`src/rtl/dtmr_pkg.sv`:
```
package dtmr_pkg;
  localparam int MODE_W = 4;

  typedef enum logic [MODE_W-1:0] {
    M_T8   = 4'b0000,
    M_T16  = 4'b0001,
    M_MS8  = 4'b0010,
    M_MS16 = 4'b0011,
    M_IDLE = 4'b1111
  } mode_e;

  function automatic logic mode_runs(input logic [MODE_W-1:0] m);
    return (m[MODE_W-1:2] == '0);
  endfunction

  function automatic logic mode_chain(input logic [MODE_W-1:0] m);
    return mode_runs(m) && m[0];
  endfunction

  function automatic logic mode_meas(input logic [MODE_W-1:0] m);
    return mode_runs(m) && m[1];
  endfunction
endpackage

```
`src/rtl/dtmr_stage.sv`:
```
module dtmr_stage #(
  parameter int W = 8
) (
  input  logic         clk,
  input  logic         rst,
  input  logic         halt,
  input  logic         step,
  input  logic         zero,
  input  logic         cmp_we,
  input  logic [W-1:0] cmp_wd,
  output logic [W-1:0] cnt,
  output logic         match,
  output logic         at_max
);
  localparam logic [W-1:0] ALL1 = {W{1'b1}};

  logic [W-1:0] cmp_q;

  always_ff @(posedge clk) begin
    if (rst) begin
      cnt   <= '0;
      cmp_q <= ALL1;
    end else begin
      if (cmp_we) cmp_q <= cmp_wd;
      if (halt)      cnt <= '0;
      else if (step) cnt <= zero ? '0 : cnt + 1'b1;
    end
  end

  assign match  = (cnt == cmp_q);
  assign at_max = (cnt == ALL1);

  // a plain step adds exactly one
  a_r2_step_inc: assert property (@(posedge clk) disable iff (rst)
    (step && !zero && !halt) |=> (cnt == W'($past(cnt) + 1'b1)));

  // halt forces the count to zero
  a_r8_halt_zero: assert property (@(posedge clk) disable iff (rst)
    halt |=> (cnt == '0));
endmodule

```
`src/rtl/dtmr_outpair.sv`:
```
module dtmr_outpair (
  input  logic clk,
  input  logic rst,
  input  logic toggle,
  input  logic inv,
  output logic pin_a,
  output logic pin_b
);
  logic lvl_q, lvl_n;

  assign lvl_n = lvl_q ^ toggle;

  always_ff @(posedge clk) begin
    if (rst) begin
      lvl_q <= 1'b0;
      pin_b <= 1'b0;
    end else begin
      lvl_q <= lvl_n;
      pin_b <= lvl_n ^ inv;
    end
  end

  assign pin_a = lvl_q;

  // the pins differ exactly when invert was requested
  a_r9_pin_pair: assert property (@(posedge clk) disable iff (rst)
    1'b1 |=> ((pin_a ^ pin_b) == $past(inv)));

  // the level moves only on a compare event
  a_r3_toggle_only: assert property (@(posedge clk) disable iff (rst)
    !toggle |=> $stable(pin_a));
endmodule

```
`src/rtl/dtmr_top.sv`:
```
module dtmr_top
  import dtmr_pkg::*;
#(
  parameter int W = 8
) (
  input  logic              clk,
  input  logic              rst,
  input  logic              cen,
  input  logic              mode_we,
  input  logic [MODE_W-1:0] mode_wd,
  input  logic              tmr_rst,
  input  logic              out_inv,
  input  logic              cmp_mask,
  input  logic              eom,
  input  logic              cmp_lo_we,
  input  logic              cmp_hi_we,
  input  logic [W-1:0]      cmp_wd,
  output logic [W-1:0]      cnt_lo,
  output logic [W-1:0]      cnt_hi,
  output logic [W-1:0]      cap_lo,
  output logic [W-1:0]      cap_hi,
  output logic              cmp_irq,
  output logic              ovf_irq,
  output logic              pin_a,
  output logic              pin_b
);
  logic [MODE_W-1:0] mode_q;
  logic run, chain, meas;
  logic lo_match, hi_match, lo_max, hi_max;
  logic lo_step, lo_zero, hi_step, hi_zero;
  logic full_match, cmp_ev, ovf_ev;

  always_ff @(posedge clk) begin
    if (rst)          mode_q <= M_IDLE;
    else if (mode_we) mode_q <= mode_wd;
  end

  assign chain = mode_chain(mode_q);
  assign meas  = mode_meas(mode_q);
  assign run   = cen && mode_runs(mode_q) && !tmr_rst;

  assign full_match = lo_match && hi_match;
  assign ovf_ev     = run && lo_max;

  // lower stage always steps on run and clears on its own match
  assign lo_step = run;
  assign lo_zero = lo_match;

  // upper stage: independent in 8-bit modes, driven by lower events when chained
  assign hi_step = chain ? (run && (lo_match || lo_max)) : run;
  assign hi_zero = chain ? full_match : hi_match;

  assign cmp_ev = run && (chain ? full_match : lo_match);

  dtmr_stage #(.W(W)) u_lo (
    .clk(clk), .rst(rst), .halt(tmr_rst), .step(lo_step), .zero(lo_zero),
    .cmp_we(cmp_lo_we), .cmp_wd(cmp_wd),
    .cnt(cnt_lo), .match(lo_match), .at_max(lo_max)
  );

  dtmr_stage #(.W(W)) u_hi (
    .clk(clk), .rst(rst), .halt(tmr_rst), .step(hi_step), .zero(hi_zero),
    .cmp_we(cmp_hi_we), .cmp_wd(cmp_wd),
    .cnt(cnt_hi), .match(hi_match), .at_max(hi_max)
  );

  always_ff @(posedge clk) begin
    if (rst || tmr_rst) begin
      cap_lo  <= '0;
      cap_hi  <= '0;
      cmp_irq <= 1'b0;
      ovf_irq <= 1'b0;
    end else begin
      if (meas && eom) cap_lo <= cnt_lo;
      cap_hi  <= cnt_hi;
      cmp_irq <= cmp_ev && !cmp_mask;
      if (ovf_ev) ovf_irq <= 1'b1;
    end
  end

  dtmr_outpair u_out (
    .clk(clk), .rst(rst), .toggle(cmp_ev), .inv(out_inv),
    .pin_a(pin_a), .pin_b(pin_b)
  );

  // a masked request never pulses
  a_r3_mask: assert property (@(posedge clk) disable iff (rst)
    cmp_irq |-> !$past(cmp_mask));

  // the overflow flag holds until the reset control
  a_r4_sticky: assert property (@(posedge clk) disable iff (rst)
    (ovf_irq && !tmr_rst) |=> ovf_irq);

  // a lower-only match in chained mode leaves the pins alone
  a_r6_need_both: assert property (@(posedge clk) disable iff (rst)
    (chain && run && lo_match && !hi_match) |=> (!cmp_irq && $stable(pin_a)));

  // the shadow follows the upper counter
  a_r7_shadow: assert property (@(posedge clk) disable iff (rst)
    !tmr_rst |=> (cap_hi == $past(cnt_hi)));

  // reset control clears status
  a_r8_clear: assert property (@(posedge clk) disable iff (rst)
    tmr_rst |=> (!cmp_irq && !ovf_irq && cap_lo == '0 && cap_hi == '0));

  // idle codes freeze both counters
  a_r1_idle_hold: assert property (@(posedge clk) disable iff (rst)
    (!mode_runs(mode_q) && !tmr_rst) |=> ($stable(cnt_lo) && $stable(cnt_hi)));
endmodule

```
`config.mk`:
```
export PLATFORM = sky130hd
export DESIGN_NAME = dtmr_top
export DESIGN_NICKNAME = d
export VERILOG_FILES = /design/src/rtl/dtmr_pkg.sv /design/src/rtl/dtmr_stage.sv /design/src/rtl/dtmr_outpair.sv /design/src/rtl/dtmr_top.sv
export SDC_FILE = /design/constraint.sdc
export NUM_CORES = 1
export LEC_CHECK = 0
export BUFFER_PORTS_ARGS = -buffer_cell sky130_fd_sc_hd__buf_2
export CORE_AREA = 5 5 91 76
export DETAILED_ROUTE_END_ITERATION = 10
export DIE_AREA = 0 0 96 81
export HOLD_SLACK_MARGIN = 0.02
export PLACE_DENSITY_LB_ADDON = 0.08
export SETUP_SLACK_MARGIN = 0.15
export SLEW_MARGIN = 20
export SYNTH_ARGS = -nofsm -noshare
export SYNTH_HDL_FRONTEND = slang
export SYNTH_SLANG_ARGS = --single-unit
```
`constraint.sdc`:
```
create_clock -name clk -period 2.4 [get_ports clk]
set_input_delay 0 -clock clk [delete_from_list [all_inputs] [get_ports clk]]
set_output_delay 0 -clock clk [all_outputs]
set_load 0.03 [all_outputs]
```
==> results of run 1 <==
==> metrics by stage <==
stage	hold WS, ns	setup WS, ns	power (W)	util
after floorplan	0.0793	0.258	0.00106	-
after global placement	0.166	0.453	0.00111	0.463
after detailed placement	0.166	0.426	0.00111	0.463
after CTS	0.0365	0.393	0.00161	0.506
after global routing	0.0347	0.219	0.00167	0.506
final	0.0418	0.404	0.00159	0.506
==> critical path, delay by kind of cell (launching register included) <==
family | cells | cell delay [ns]
AOI/OAI and AO/OA | 3 | 0.51
xor gates and xnor gates | 1 | 0.10
DFF | 1 | 0.48
and+or+nand+nor | 2 | 0.82
==> cell type report <==
type,instances,area [µm²]
sequential,56,1120
timing repair buffer,80,500
clock buffer,6,72.6
fill,593,2880
multi-input combinational,175,1140
tap,81,101
clock inverter,1,5.00
==> layer usage <==
| metal | track usage | wire length [µm] | part of all wire |
|---|---|---|---|
| met1 | 0.216 | 2840 | 0.53 |
| met2 | 0.208 | 2230 | 0.41 |
| met3 | 0.0380 | 296 | 0.055 |
| met4 | 0.0369 | 22 | 0.0041 |
| met5 | 0 | 0 | 0 |
==> logic make-up (layout without fill, tap and decap cells) <==
group,count (synthesis),after routing,synth area share
multiplexers,1,1,0.00437
adder cells (fa/ha/maj),2,2,0.0109
XOR/XNOR,30,30,0.121
flip-flops,56,56,0.489
AO/OA/AOI/OAI,42,42,0.134
AND/OR/NAND/NOR,100,100,0.227
buffers and inverters,8,87,0.0131
==> layout by cell type, fill, tap and decap left out <==
cell type / n
or2_2: 1
nand4_1: 3
o211ai_1: 1
dfxtp_1: 56
mux2i_1: 1
and3_4: 1
nor2b_1: 20
nor4b_4: 1
nand3_1: 4
or4_1: 2
nor3_1: 3
a41o_1: 1
and2_1: 9
buf_4: 6
clkbuf_8: 5
o21ai_2: 1
xnor2_1: 3
nand2_1: 26
nor4_1: 4
buf_2: 57
xor3_1: 1
ha_1: 2
dlygate4sd3_1: 17
clkbuf_1: 1
o21ai_1: 1
clkinv_2: 1
a21bo_2: 1
and3_1: 2
o31ai_1: 1
a21oi_1: 11
nand3b_1: 1
nor2_1: 23
o21ai_0: 4
xor2_1: 26
a211o_1: 21
==> sequential cells by signal, indices dropped and copies added, names as in the netlist <==
name / cells
u_out.pin_b: 1
cap_hi: 8
u_out.pin_a: 1
cmp_irq: 1
u_hi.cmp_q: 8
u_lo.cnt: 8
mode_q: 4
u_lo.cmp_q: 8
ovf_irq: 1
cap_lo: 8
u_hi.cnt: 8
==> worst max path at each step <==
stage / from / end / slack, ns / depth (start not counted)
floorplan: u_lo.cnt[3] / u_hi.cnt[7] / 0.26 / 7
global route: u_lo.cnt[4] / u_hi.cnt[5] / 0.22 / 6
finish: u_lo.cnt[2] / u_hi.cnt[7] / 0.40 / 6
global placement: u_lo.cnt[0] / u_hi.cnt[5] / 0.45 / 6
CTS: u_lo.cnt[2] / u_hi.cnt[7] / 0.39 / 6
detailed placement: u_lo.cnt[7] / u_hi.cnt[5] / 0.43 / 6
==> Yosys cell counts, types with 2 or more instances <==
cell      instances
nor2b_1          20
and2_1            9
o21ai_0           4
ha_1              2
or4_1             2
a211o_1          21
nor4_1            4
a21oi_1          11
nand3_1           4
and3_1            2
nor2_1           23
nand4_1           3
nand2_1          26
nor3_1            3
clkbuf_1          8
dfxtp_1          56
xor2_1           26
xnor2_1           3
==> timing repair <==
action	CTS	global route
hold endpoints to repair	21	0
hold buffers	17	0
resized for setup	0	0
==> power by group through the flow <==
stage	registers (W)	clock network (W)	logic, W
3_3_place_gp	0.000994	0	0.000111
5_1_grt	0.000976	0.000544	0.000149
2_1_floorplan	0.000990	0	0.0000690
6_report	0.000973	0.000482	0.000133
3_5_place_dp	0.000994	0	0.000111
4_1_cts	0.000973	0.000506	0.000134
==> metrics.md, run 1 <==
| Metric | Value |
|---|---|
| Post-route clock period utilization | `0.832` |
| Root Driver | `clkbuf_8` |
| Power Internal | `0.00123 W` |
| Critical Path Source Type | `register` |
| Worst setup EP type | `register` |
| Synth cell types | `30` |
| Largest net degree at the start of global routing | `25` |
| Final hold violations | `0` |
| CTS Sinks | `56` |
| Max-slew violations | `0` |
| Die H | `81 µm` |
| Cells after synthesis | `239` |
| Clock Path Buffers | `2` |
| Arrival time worst endpoint | `2.23 ns` |
| First-pass GRT wire length | `about 8700 µm` |
| Leak | `roughly 1.3 nW` |
| Hold endpoint | `u_out.pin_b` |
| Clock transition at path regs | `0.09 ns` |
| Crit Path Max Fanout | `6` |
| Ys flop type | `dfxtp_1` |
| Input/output buffers | `57` |
| Slowest cell on the critical path | `or4_1` |
| TritonCTS clock tree | `built` |
| Top cell type's share of synthesized area | `0.489` |
| Reg-to-Reg Start | `u_lo.cnt[2]` |
| RSZ-0062 raised after global routing | `no` |
| Num CTS Buffers | `5` |
| Gpl congestion | `0.861` |
| Post-synth EDFFs | `0` |
| Power Dens Cells | `540 nW/µm²` |
| Max-cap violations | `0` |
| Avg Inst Size Synth | `9.59 µm²` |
| Final-report setup violation count | `0` |
| Max incr delay on CP | `0.50 ns` |
| Starting density of the core | `0.394` |
| Synthesized area | `2290 µm²` |
| DR WL/cell | `13.5 µm` |
| P_sw | `around 0.00036 W` |
| Req. time, crit path | `2.63 ns` |
| Area added between synthesis and finish | `28.3%` |
| Routed Wire Length | `around 5400 µm` |
| GRT Total Usage | `0.146` |
| Status | `complete, no violations` |
| Peak supply drop | `297 µV` |
| Synthesized flop and latch total | `between 50 and 60` |
| Minimum clock period | `2.00 ns` |
| Relative slew slack | `0.602` |
| Drt via density | `4.55` |
| Dpl cell area | `2690 µm²` |
| Die width | `between 90 and 100 µm` |
| Worst hold path class | `input pin to register` |
| Iteration-0 DRC Markers | `49` |
| Io pins | `58` |
| Nets@finish | `342` |
| Worst clock skew | `0.00689 ns` |
| FMAX | `501 MHz` |
| Placed wire-length estimate | `4010 µm` |
| Seq/Total Area, Yosys | `0.489` |
| Post-route setup TNS | `0 ns` |
| Ratio of cells with drive above 1 in the final layout | `0.233` |
| Power share of the clock group | `0.303` |
| FF-to-FF setup slack | `0.40 ns` |
| Die area | `7780 µm²` |
| DR pass1 iterations | `4` |
| # diodes | `0` |
| Total gr overflow | `0` |
| Ys async rst share | `0` |
| DRC viols | `0` |
| Core area | `5820 µm²` |
| CTS H-tree lvls | `2` |
| Setup Fix Bufs, Post-CTS | `0` |
| Reg power frac | `0.613` |
| Hold Path Cell Cnt | `3` |
| Initial antenna violation count | `0` |
| Reg2Reg Capture Point | `u_hi.cnt[7]` |
| Worst-margin pin slew | `roughly 0.59 ns` |
| Crit Path Class | `register to register` |
| Final Non-Filler Cells | `399` |
| Total number of vias | `1815` |
| Placed cells | `375` |
| Antenna Nets Post-Route | `0` |
| Worst Hold Launch | `out_inv` |
| Combinational fraction of design power | `0.084` |
| Largest area contributor in the netlist | `dfxtp_1` |
| Worst Reg-to-Reg Cells | `6` |
| FP Rows | `25` |
| Sw Share | `0.228` |
| Net Count, Synth | `263` |
| Dominant cells by area after synthesis | `dfxtp_1 49%, xor2_1 9.9%, a211o_1 8.0%` |
| Post-route cell area | `2940 µm²` |
| Vias in the first global route | `~1700` |
| CP cell instances | `xor2_1, nor4_1, a21bo_2, o21ai_2, or4_1, a21oi_1` |
| Clk_lat worst skew | `0.30 ns` |
| Yosys warns | `0` |
Power figures use the tool's default switching activity.
==> run 2, diff against run 1 <==
- ABC_AREA: not set -> 1
- CORE_AREA: 5 5 91 76 -> 5 5 93 78
- DIE_AREA: 0 0 96 81 -> 0 0 98 83
- clock period: 2.4 -> 1.8 ns (I/O delays scaled with it)
==> run 2 against run 1 <==
Net effect: critical path depth grew 1; power is 39% higher; clock-buffer cell count is the same; clock power increased by 48%; via count is 26% higher; synthesized cell count up 33%; critical endpoint is now u_hi.cnt[6]; cell count grew 23%; cell area increased by 7.3%; register-to-register slack worse by 0.12 ns; non-clock buffer count increased by 9; first-iteration DRC count rose to 2.8 times the previous value.
==> metrics.md, run 2 <==
| Metric | Value |
|---|---|
| Total number of vias | `2288 (+26%)` |
| Post-route clock period utilization | `0.845 (+0.0132)` |
| Synth top cells by count | `73 x nand2_1, 56 x dfxtp_1, 35 x inv_1` |
| Largest net degree at the start of global routing | `20 (-20%)` |
| Clock Path Buffers | `2 (unchanged)` |
| Footprint of the multi-input gates | `1120 µm² (-1.5%)` |
| Total gr overflow | `0 (unchanged)` |
| CTS Sinks | `56 (unchanged)` |
| Power Dens Cells | `699 nW/µm² (+29%)` |
| Met3 Track Usage GR | `0.0452 (+0.00726)` |
| Drt via density | `4.66 (+2.4%)` |
| Ys flop type | `dfxtp_1` |
| Die H | `83 µm (+2.5%)` |
| Synthesized flop and latch total | `56 (unchanged)` |
| Gpl congestion | `0.813 (-5.6%)` |
| Placed wire-length estimate | `4630 µm (+16%)` |
| M1 GR Usage | `0.227 (+0.0106)` |
| Worst hold margin | `0.0420 ns (+0.000213 ns)` |
| CTS H-tree lvls | `2 (unchanged)` |
| Yosys warns | `0 (unchanged)` |
| Worst setup EP type | `register` |
| Dpl cell area | `2820 µm² (+4.6%)` |
| RSZ-0062 raised after global routing | `yes` |
| Crit Path Max Fanout | `7 (+1)` |
| Largest area contributor in the netlist | `dfxtp_1` |
| Commonest non-fill, non-tap cells in the layout | `73 x nand2_1, 57 x buf_2, 53 x dfxtp_1, 33 x inv_1` |
| Area added between synthesis and finish | `32.1%` |
| Worst clock skew | `0.00998 ns (+0.00309 ns)` |
| Fill count | `666 (+12%)` |
| Leak | `1.47 nW (+17%)` |
| Final hold violations | `0 (unchanged)` |
| FF/Latch Area | `1120 µm² (+0.33%)` |
| Final-report setup violation count | `0 (unchanged)` |
| Clock transition at path regs | `0.10 ns (about the same)` |
| Top-count cell post-synth | `nand2_1` |
| Clk_lat worst skew | `0.31 ns (about the same)` |
| Max-slew violations | `0 (unchanged)` |
| Seq/Total Area, Yosys | `0.469 (-0.0200)` |
| GR peak layer | `met2` |
| TritonCTS clock tree | `built` |
| Io pins | `58 (unchanged)` |
| Synthesized area | `2390 µm² (+4.3%)` |
| Relative slew slack | `0.696 (+0.0938)` |
| Dominant cells by area after synthesis | `dfxtp_1 47%, nand2_1 11%, nand3_1 6.7%` |
| Status | `complete, no violations` |
| Ys async rst share | `0 (unchanged)` |
| # diodes | `0 (unchanged)` |
| Avg Inst Size Synth | `7.54 µm² (-21%)` |
| Synth cell types | `24 (-20%)` |
| Post-route setup TNS | `0 ns (unchanged)` |
| DR pass1 iterations | `4 (unchanged)` |
| Worst-margin pin slew | `0.456 ns (-0.137 ns)` |
| Final Non-Filler Cells | `491 (+23%)` |
| Peak supply drop | `417 µV (+40%)` |
| Cells after synthesis | `317 (+33%)` |
| DR WL/cell | `12.8 µm (-5.5%)` |
| Most common cell after layout, fill and taps aside | `nand2_1` |
| Placed cells | `460 (+23%)` |
| Die width | `98 µm (+2.1%)` |
| FP Rows | `26 (+4.0%)` |
| Top delay family on crit path | `simple AND/OR/NAND/NOR gates` |
| Req. time, crit path | `2.00 ns (-0.63 ns)` |
| Post-route cell area | `3160 µm² (+7.3%)` |
| Num CTS Buffers | `5 (unchanged)` |
| First-pass GRT wire length | `10500 µm (+21%)` |
| Met2 Use GR | `0.232 (+0.0243)` |
| Initial antenna violation count | `0 (unchanged)` |
| Top cell type's share of synthesized area | `0.469 (-0.0200)` |
| Core area | `6210 µm² (+6.8%)` |
| Net Count, Synth | `341 (+30%)` |
| Starting density of the core | `0.385 (-0.00936)` |
| Ratio of cells with drive above 1 in the final layout | `0.233 (+0.000711)` |
| Design Power | `0.00221 W (+39%)` |
| WP buf/inv | `1 (+1)` |
| CP cell instances | `nor2_4, nand3_4, nor3_4, nand4_4, buf_4, nand3_1, a21oi_1` |
| Crit Path Class | `register to register` |
| Antenna Nets Post-Route | `0 (unchanged)` |
| Post-synth EDFFs | `0 (unchanged)` |
| DRC viols | `0 (unchanged)` |
| Input/output buffers | `57 (unchanged)` |
| Root Driver | `clkbuf_8` |
| Routed Wire Length | `6270 µm (+16%)` |
| FMAX | `658 MHz (+31%)` |
| GRT Total Usage | `0.158 (+0.0126)` |
| Worst hold path class | `input pin to register` |
| Slowest cell on the critical path | `dfxtp_1` |
| Max-cap violations | `0 (unchanged)` |
| Critical Path Source Type | `register` |
| Arrival time worst endpoint | `1.72 ns (-0.51 ns)` |
| Iteration-0 DRC Markers | `135 (+180%)` |
| Max incr delay on CP | `0.36 ns (-0.14 ns)` |
| Minimum clock period | `1.52 ns (-0.475 ns)` |
| Vias in the first global route | `2189 (+28%)` |
| Nets@finish | `430 (+26%)` |
| Die area | `8130 µm² (+4.6%)` |
-- run 2: cell type report --
class | count | share of cell area
Sequential cell | 56 | 0.356
Multi-Input combinational cell | 218 | 0.356
Timing Repair Buffer | 89 | 0.182
Inverter | 36 | 0.0428
Tap cell | 84 | 0.0333
Clock buffer | 6 | 0.0262
Clock inverter | 2 | 0.00317
-- run 2: cells by family (layout without fill, tap and decap cells) --
logic type               Yosys count  in the layout  share of synthesized area
buffers and inverters             43            133                     0.0686
adder cells (fa/ha/maj)            2              2                     0.0105
AO/OA/AOI/OAI                     42             42                     0.0911
AND/OR/NAND/NOR                  158            158                      0.302
flip-flops                        56             56                      0.469
XOR/XNOR                          16             16                     0.0586
-- run 2: worst paths after layout --
| path | startpoint | end | slack [ns] | cells after the start |
|---|---|---|---|---|
| max reg2reg | mode_q[3] | u_hi.cnt[6] | 0.28 | 7 |
| min reg2reg | mode_q[0] | mode_q[0] | 0.47 | 2 |
| max | mode_q[3] | u_hi.cnt[6] | 0.28 | 7 |
| min | cmp_lo_we | u_lo.cmp_q[0] | 0.04 | 2 |
-- run 2: worst register-to-register path, cell delays in order (launching register included) --
cell	delay, ns
dfxtp_1	0.36
nor2_4	0.14
nand3_4	0.14
nor3_4	0.26
nand4_4	0.18
buf_4	0.20
nand3_1	0.08
a21oi_1	0.07
-- run 2: through the flow --
stage / utilization / worst slack [ns]
after CTS: 0.501 / 0.155
after detailed placement: 0.454 / 0.147
after global routing: 0.508 / 0.141
after global placement: 0.454 / 0.156
final: 0.508 / 0.280
after floorplan: - / 0.152
-- run 2: repair_timing --
action	in CTS	in global routing
setup endpoints to repair	1	17
buffers inserted	0	3
hold buffers	20	0
hold endpoints to repair	23	0
pin swaps	0	3
resized for setup	1	9
-- run 2: report_power, final --
part / internal [W] / switching (W) / leakage, nW
combinational: 0.0000919 / 0.000104 / 0.957
sequential: 0.00127 / 0.0000227 / 0.459
clock: 0.000309 / 0.000406 / 0.0510
total: 0.00167 / 0.000533 / 1.47
-- run 2: layer usage --
layer	routed length, µm	vias up
met5	0	-
met4	48	0
met3	364	4
met2	2620	53
met1	3240	1045
li1	-	1186
